--- config.mk ---
export PLATFORM = sky130hd
export DESIGN_NAME = scaled_accum
export DESIGN_NICKNAME = d
export VERILOG_FILES = /design/src/rtl/scaled_accum_pkg.sv /design/src/rtl/sacc_scale.sv /design/src/rtl/sacc_combine.sv /design/src/rtl/sacc_limit.sv /design/src/rtl/scaled_accum.sv
export SDC_FILE = /design/constraint.sdc
export NUM_CORES = 1
export LEC_CHECK = 0
export ABC_AREA = 1
export BUFFER_PORTS_ARGS = -buffer_cell sky130_fd_sc_hd__buf_4
export CORE_MARGIN = 2
export CORE_UTILIZATION = 50
export DETAILED_ROUTE_END_ITERATION = 8
export PLACE_DENSITY_LB_ADDON = 0.2
export SLEW_MARGIN = 10
export SYNTH_ARGS = -nofsm -noshare
export SYNTH_HDL_FRONTEND = slang
export SYNTH_SLANG_ARGS = --single-unit
--- constraint.sdc ---
create_clock -name clk -period 2.5 [get_ports clk]
set_input_delay 0.125 -clock clk [delete_from_list [all_inputs] [get_ports clk]]
set_output_delay 0.125 -clock clk [all_outputs]
set_load 0.02 [all_outputs]
--- src/rtl/scaled_accum_pkg.sv ---
package scaled_accum_pkg;

  typedef enum bit {
    ACC_ADD = 1'b0,
    ACC_SUB = 1'b1
  } acc_op_e;

  typedef enum bit {
    OVF_WRAP = 1'b0,
    OVF_SAT  = 1'b1
  } ovf_mode_e;

  localparam int MAX_FEEDBACK_SHIFT = 8;

endpackage

--- src/rtl/sacc_scale.sv ---
module sacc_scale #(
  parameter int W     = 16,
  parameter int SHIFT = 2
) (
  input  logic signed [W-1:0] x,
  output logic signed [W-1:0] y
);
  import scaled_accum_pkg::*;

  generate
    if (SHIFT == 0) begin : g_unity
      assign y = x;
    end else begin : g_shift
      assign y = x >>> SHIFT;
    end
  endgenerate

  always_comb begin
    assert (y[W-1] == x[W-1] || SHIFT >= W)
      else $error("p_sign_kept_r7: scaling changed the sign");
  end

  initial begin
    assert (SHIFT >= 0 && SHIFT <= MAX_FEEDBACK_SHIFT)
      else $error("p_shift_range_r8: feedback shift outside 0..8");
  end
endmodule

--- src/rtl/sacc_combine.sv ---
module sacc_combine #(
  parameter int W = 16,
  parameter scaled_accum_pkg::acc_op_e OP = scaled_accum_pkg::ACC_ADD
) (
  input  logic signed [W-1:0] fb,
  input  logic signed [W-1:0] smp,
  output logic signed [W:0]   sum
);
  import scaled_accum_pkg::*;

  logic signed [W:0] fb_x, smp_x;
  assign fb_x  = {fb[W-1], fb};
  assign smp_x = {smp[W-1], smp};

  generate
    if (OP == ACC_SUB) begin : g_sub
      assign sum = fb_x - smp_x;
    end else begin : g_add
      assign sum = fb_x + smp_x;
    end
  endgenerate
endmodule

--- src/rtl/sacc_limit.sv ---
module sacc_limit #(
  parameter int W = 16,
  parameter scaled_accum_pkg::ovf_mode_e MODE = scaled_accum_pkg::OVF_SAT
) (
  input  logic signed [W:0]   wide,
  output logic signed [W-1:0] res
);
  import scaled_accum_pkg::*;

  localparam logic [W-1:0] POS_RAIL = {1'b0, {(W-1){1'b1}}};
  localparam logic [W-1:0] NEG_RAIL = {1'b1, {(W-1){1'b0}}};

  generate
    if (MODE == OVF_SAT) begin : g_sat
      logic over;
      assign over = wide[W] ^ wide[W-1];
      always_comb begin
        if (!over)       res = wide[W-1:0];
        else if (wide[W]) res = NEG_RAIL;
        else             res = POS_RAIL;
      end
    end else begin : g_wrap
      logic wrap_unused;
      assign wrap_unused = wide[W];
      assign res = wide[W-1:0];
    end
  endgenerate
endmodule

--- src/rtl/scaled_accum.sv ---
module scaled_accum #(
  parameter int DATA_W = 16,
  parameter int SHIFT  = 2,
  parameter scaled_accum_pkg::acc_op_e   OP     = scaled_accum_pkg::ACC_ADD,
  parameter scaled_accum_pkg::ovf_mode_e OVF    = scaled_accum_pkg::OVF_SAT,
  parameter bit                          RELOAD = 1'b0
) (
  input  logic              clk,
  input  logic              rst,
  input  logic              ce,
  input  logic [DATA_W-1:0] b,
  output logic [DATA_W-1:0] q
);
  import scaled_accum_pkg::*;

  localparam logic [DATA_W-1:0] NEG_RAIL = {1'b1, {(DATA_W-1){1'b0}}};

  logic signed [DATA_W-1:0] acc_r;
  logic signed [DATA_W-1:0] fb_scaled;
  logic signed [DATA_W:0]   raw_sum;
  logic signed [DATA_W-1:0] next_val;

  sacc_scale #(.W(DATA_W), .SHIFT(SHIFT)) u_scale (
    .x (acc_r),
    .y (fb_scaled)
  );

  sacc_combine #(.W(DATA_W), .OP(OP)) u_comb (
    .fb  (fb_scaled),
    .smp (b),
    .sum (raw_sum)
  );

  sacc_limit #(.W(DATA_W), .MODE(OVF)) u_limit (
    .wide (raw_sum),
    .res  (next_val)
  );

  always_ff @(posedge clk) begin
    if (rst) begin
      acc_r <= RELOAD ? b : '0;
    end else if (ce) begin
      acc_r <= next_val;
    end
  end

  assign q = acc_r;

  // reset outcome, whatever ce does
  p_reset_value_r3: assert property (@(posedge clk)
    rst |=> q == (RELOAD ? $past(b) : '0));

  // hold when idle
  p_hold_r4: assert property (@(posedge clk) disable iff (rst)
    !ce |=> $stable(q));

  // from an empty accumulator the sample lands one clock later
  p_from_zero_r11: assert property (@(posedge clk) disable iff (rst)
    (ce && q == '0 && (OVF == OVF_WRAP || b != NEG_RAIL))
    |=> q == ((OP == ACC_SUB) ? -$past(b) : $past(b)));

  // like-signed growth never flips a non-negative result negative
  generate
    if (OVF == OVF_SAT) begin : g_sat_chk
      p_no_overflow_r9: assert property (@(posedge clk) disable iff (rst)
        (ce && !q[DATA_W-1] && ((OP == ACC_SUB) ? b[DATA_W-1] : !b[DATA_W-1]))
        |=> !q[DATA_W-1]);
    end
  endgenerate
endmodule

* Word-level counts from Yosys, hierarchy flattened *
Index checks and enable logic that the tools add are counted.

word-level totals
  register bits after elaboration = 16
  bits in latches = 0
  bits in writable memories = 0
  ROM bits = 0
  input port bits = 19
  output and inout bits = 16
  logic and storage cells = 5
  memories kept = 0

operators by class
  add/subtract/negate cells = 1
  multipliers = 0
  div/mod/pow operators = 0
  magnitude comparators = 0
  equal/unequal tests = 0
  shift operators = 0
  muxes and demuxes = 2
  bitwise logic cells = 1
  reductions and logical operators = 0

operators by type and width
  cell                                       count
  16-bit 2-to-1 mux                          2
  14-bit by 16-bit adder with 17-bit output  1
  1-bit bitwise XOR                          1

* Depth between registers and ports, before layout *
  depth after elaboration = 3
  gate-level depth with buffers = 16
  depth with buffers taken out = 16

* Cells and area by module *
A second synthesis with hierarchy kept.

second synthesis, totals
  cell total of the unflattened synthesis = 350
  area, all modules = 2,025.7 µm²

modules (own cells, without submodules)
  module        times used  cells an instance  area an instance (µm²)  seq. area each (µm²)
  sacc_combine  1           195                1,011.0                 0.0
  scaled_accum  1           101                670.6                   320.3
  sacc_limit    1           38                 224.0                   0.0
  sacc_scale    1           16                 120.1                   0.0

* Worst setup path after synthesis *
No wires, ideal clock.

  path type = register to register
  start point = register acc_r[2], in the netlist q[2]
  end point = register acc_r[12], in the netlist q[12]
  library setup time = 0.122 ns
  arrival time = 2.018 ns
  setup slack = 0.360 ns
  stages on the path, launching flop included = 15
  path through = dfxtp_1 > ha_1 > inv_1 > fa_1 > inv_1 > nand2_1 > nand2_1 > nand3_1 > nand2_2 > nand2_1 > nand3_1 > nand2_2 > a21oi_4 > buf_6 > a21oi_2

between the ends
  longest elaborated chain between the ends = 3

ends and longest elaborated chain
  element                                                 line                                source
  start: declaration                                      scaled_accum.sv:18                  logic signed [DATA_W-1:0] acc_r;
  start signal: assignment                                scaled_accum.sv:41                  acc_r <= RELOAD ? b : '0;
  start signal: assignment                                scaled_accum.sv:43                  acc_r <= next_val;
  14-bit by 16-bit adder with 17-bit output (*)           sacc_combine.sv:19                  assign sum = fb_x + smp_x;
  16-bit 2-to-1 mux or 1-bit bitwise XOR (tied branches)  sacc_limit.sv:19, sacc_limit.sv:16
  16-bit 2-to-1 mux (*)                                   sacc_limit.sv:18                    if (!over) res = wide[W-1:0];

Mark *: on every way between the ends. The rest lies on a longest branch, timed or not.
A chain may end at the register's enable or synchronous reset.

* Worst setup path after layout *
  start point = register acc_r[2], in the netlist q[2]
  end point = register acc_r[9], in the netlist q[9]

The elaborated chain is that of the path after synthesis.

==> results.py <==
metrics = {
    "outcome": {
        "status": "finished clean",
    },
    "layout": {
        "final_area_um2": 1898,
        "drive_above_1_share_pct": 21.43,
        "nets": 317,
        "largest_reg_flops": 16,
        "final_core_util_pct": 63.21,
        "fin_cells": 313,
        "area_growth_pct": 21.26,
        "num_antenna_cells": 0,
    },
    "yosys": {
        "ys_top_cells_by_count": "nand2_1, inv_1, dfxtp_1, ha_1, nand3_1",
        "ys_seq_area_share_pct": 20.46,
        "synth_edf_count": 0,
        "ys_async_sr_fraction_pct": 0,
        "synth_seq_cells": 16,
        "yosysUniqueCellTypes": 25,
        "yosys.area_share.simple_pct": 32.85,
        "netlist_top_cells_area": "dfxtp_1, nand2_1, ha_1",
        "synth_warnings": 0,
        "synth_top_family_by_area": "simple AND/OR/NAND/NOR gates",
        "synth_cells": 244,
        "synth_compound_area_share_pct": 17.67,
        "synth_mux_area_share_pct": 0,
        "synth_flop_cell": "dfxtp_1",
        "syn_avg_cell_area_um2": 6.415,
        "yosys.area_share.adder_pct": 14.07,
        "synth.most_common_cell": "nand2_1",
        "syn_area_um2": 1565,
        "yosys.area.top_type": "dfxtp_1",
        "synth_xor_area_share_pct": 5.596,
        "synth_top_area_share_pct": 20.46,
        "synthesis.nets": 280,
    },
    "grt": {
        "grt_use_met1_pct": 28.93,
        "grt_pass1_wl_um": 6237,
        "top_usage_layer": "met2",
        "use_met3_pct": 2.814,
        "antenna_found_initial": 0,
        "grt_overflow_total": 0,
        "use_met2_pct": 39.29,
        "grt_pass1_vias": 1466,
        "grt.total_usage_pct": 22.64,
        "grt_max_degree": 17,
    },
    "worst_setup_path": {
        "arrival_ns": 2.40,
        "worst_setup_path_end_kind": "flip-flop",
        "startpoint_type": "flip-flop",
        "crit_type": "reg2reg",
        "worstPathRequired_ns": 2.70,
        "cp_max_fo": 13,
    },
    "floorplan": {
        "die_h_um": 59.95,
        "io_pins": 35,
        "core_area_um2": 3003,
        "dieArea_um2": 3594,
        "num_rows": 20,
        "start_util_pct": 52.12,
        "die_w_um": 59.95,
    },
    "cts": {
        "cts_buffers": 3,
        "cts_tree": "done",
        "cts_resized": 0,
        "root_buffer": "clkbuf_4",
        "cts.sinks": 16,
        "path_clk_slew_ns": 0.11,
        "clk_path_buf_depth": 2,
        "h-tree-depth": 1,
        "clk_latency_ns": 0.30,
    },
    "sta": {
        "rsz0062_at_grt": "no",
        "relSlewSlack_pct": 71.90,
        "setup_tns_ns": 0,
        "fmax_mhz": 453.6,
        "setup_viol": 0,
        "hold_violations": 0,
        "layout_setup_ws_ns": 0.2953,
        "post-route-min-period_ns": 2.205,
        "maxSlewViolCount": 0,
        "max_slew.worst_pin.slew_ns": 0.4211,
        "finClkSkew_ns": 0.003752,
        "finalCritPeriodShare_pct": 88.19,
    },
    "placed_design": {
        "hpwl_um": 2920,
        "post_dp_cell_area_um2": 1852,
        "placedCellCount": 308,
        "port-buffer-count": 34,
        "place_congestion": 0.8784,
        "pre_cts_slack_ns": 0.3005,
    },
    "power": {
        "vdd_drop_max_v": 0.0002934,
        "p_leak_uw": 0.001043,
        "powerDensity_nw_per_um2": 633.7,
    },
    "drt": {
        "routed_wirelength_um": 3772,
        "initialDrtViolationCount": 54,
        "via_per_inst": 5.121,
        "wl_per_cell_um": 12.05,
        "firstDrtPassIters": 5,
        "ant_nets": 0,
        "drc": 0,
        "vias": 1603,
    },
    "min_path": {
        "hold_path_class": "in2reg",
    },
    "flow_run": {
        "drv_cap": 0,
    },
}
-- layout by cell type (no fill, tap or decap), drive strengths merged, types with 2 or more instances in the layout --
cell type / synthesis / final
nor3: 3 / 3
o21ai: 13 / 13
dfxtp: 16 / 16
xor2: 9 / 9
inv: 31 / 31
and2: 2 / 2
a21oi: 27 / 27
nand3b: 2 / 2
nand2: 85 / 85
ha: 16 / 16
buf: 2 / 35
clkbuf: 2 / 4
nor2: 14 / 14
nand3: 15 / 15
-- report_power, final --
part           switching (uW)  internal (uW)  total [uW]
sequential               31.8            295         326
clock                    96.8           88.9         186
combinational             421            270         691
-- metrics by stage --
step | total power (uW) | hold WS (ns)
5_1_grt | 1303 | 0.2271
2_1_floorplan | 839.2 | 0.1941
6_report | 1203 | 0.2029
4_1_cts | 1206 | 0.1958
3_5_place_dp | 1018 | 0.3032
3_3_place_gp | 1013 | 0.3016
-- layer usage --
| layer | vias up | share of wire, % |
|---|---|---|
| met1 | 711 | 48 |
| met3 | 6 | 3.6 |
| met5 | - | 0 |
| met2 | 29 | 47 |
| li1 | 857 | - |
| met4 | 0 | 1.5 |
-- worst max-delay path: stages (launching register included) --
cell and delay (ns):
dfxtp_1 0.37, ha_1 0.18, inv_1 0.06, fa_1 0.39, inv_1 0.07, nand2_1 0.06, nand2_1 0.08, nand3_1 0.08
nand2_2 0.10, nand2_1 0.09, nand3_1 0.09, nand2_2 0.09, a21oi_4 0.17, buf_12 0.17, a21oi_1 0.08
-- layout make-up --
cell class,instances,area (um2)
Fill cell,281,1105
Multi-Input combinational cell,193,1099
Sequential cell,16,320.3
Timing Repair Buffer,36,285.3
Inverter,31,116.4
Tap cell,33,41.29
Clock buffer,4,36.28
-- kinds of logic (layout without fill, tap and decap cells) --
kind of cell               after synthesis  after routing
AOI/OAI and AO/OA                       43             43
xor gates and xnor gates                10             10
adders and majority gates               17             17
buffers and inverters                   35             71
DFF                                     16             16
and+or+nand+nor                        123            123
-- what timing repair did --
action / in CTS / in global routing
buffers inserted: 0 / 0
hold endpoints to repair: 2 / 0
hold buffers: 1 / 0
-- path summary, 6_finish.rpt --
check	start	to	slack (ns)	cells past startpoint
setup / recovery	q[2]$_SDFFE_PP0P_	q[9]$_SDFFE_PP0P_	0.30	14
hold / removal	ce	q[15]$_SDFFE_PP0P_	0.20	3
setup reg to reg	q[2]$_SDFFE_PP0P_	q[9]$_SDFFE_PP0P_	0.30	14
hold reg to reg	q[7]$_SDFFE_PP0P_	q[7]$_SDFFE_PP0P_	0.49	2
Note: power is estimated with default switching activity, not from simulation.
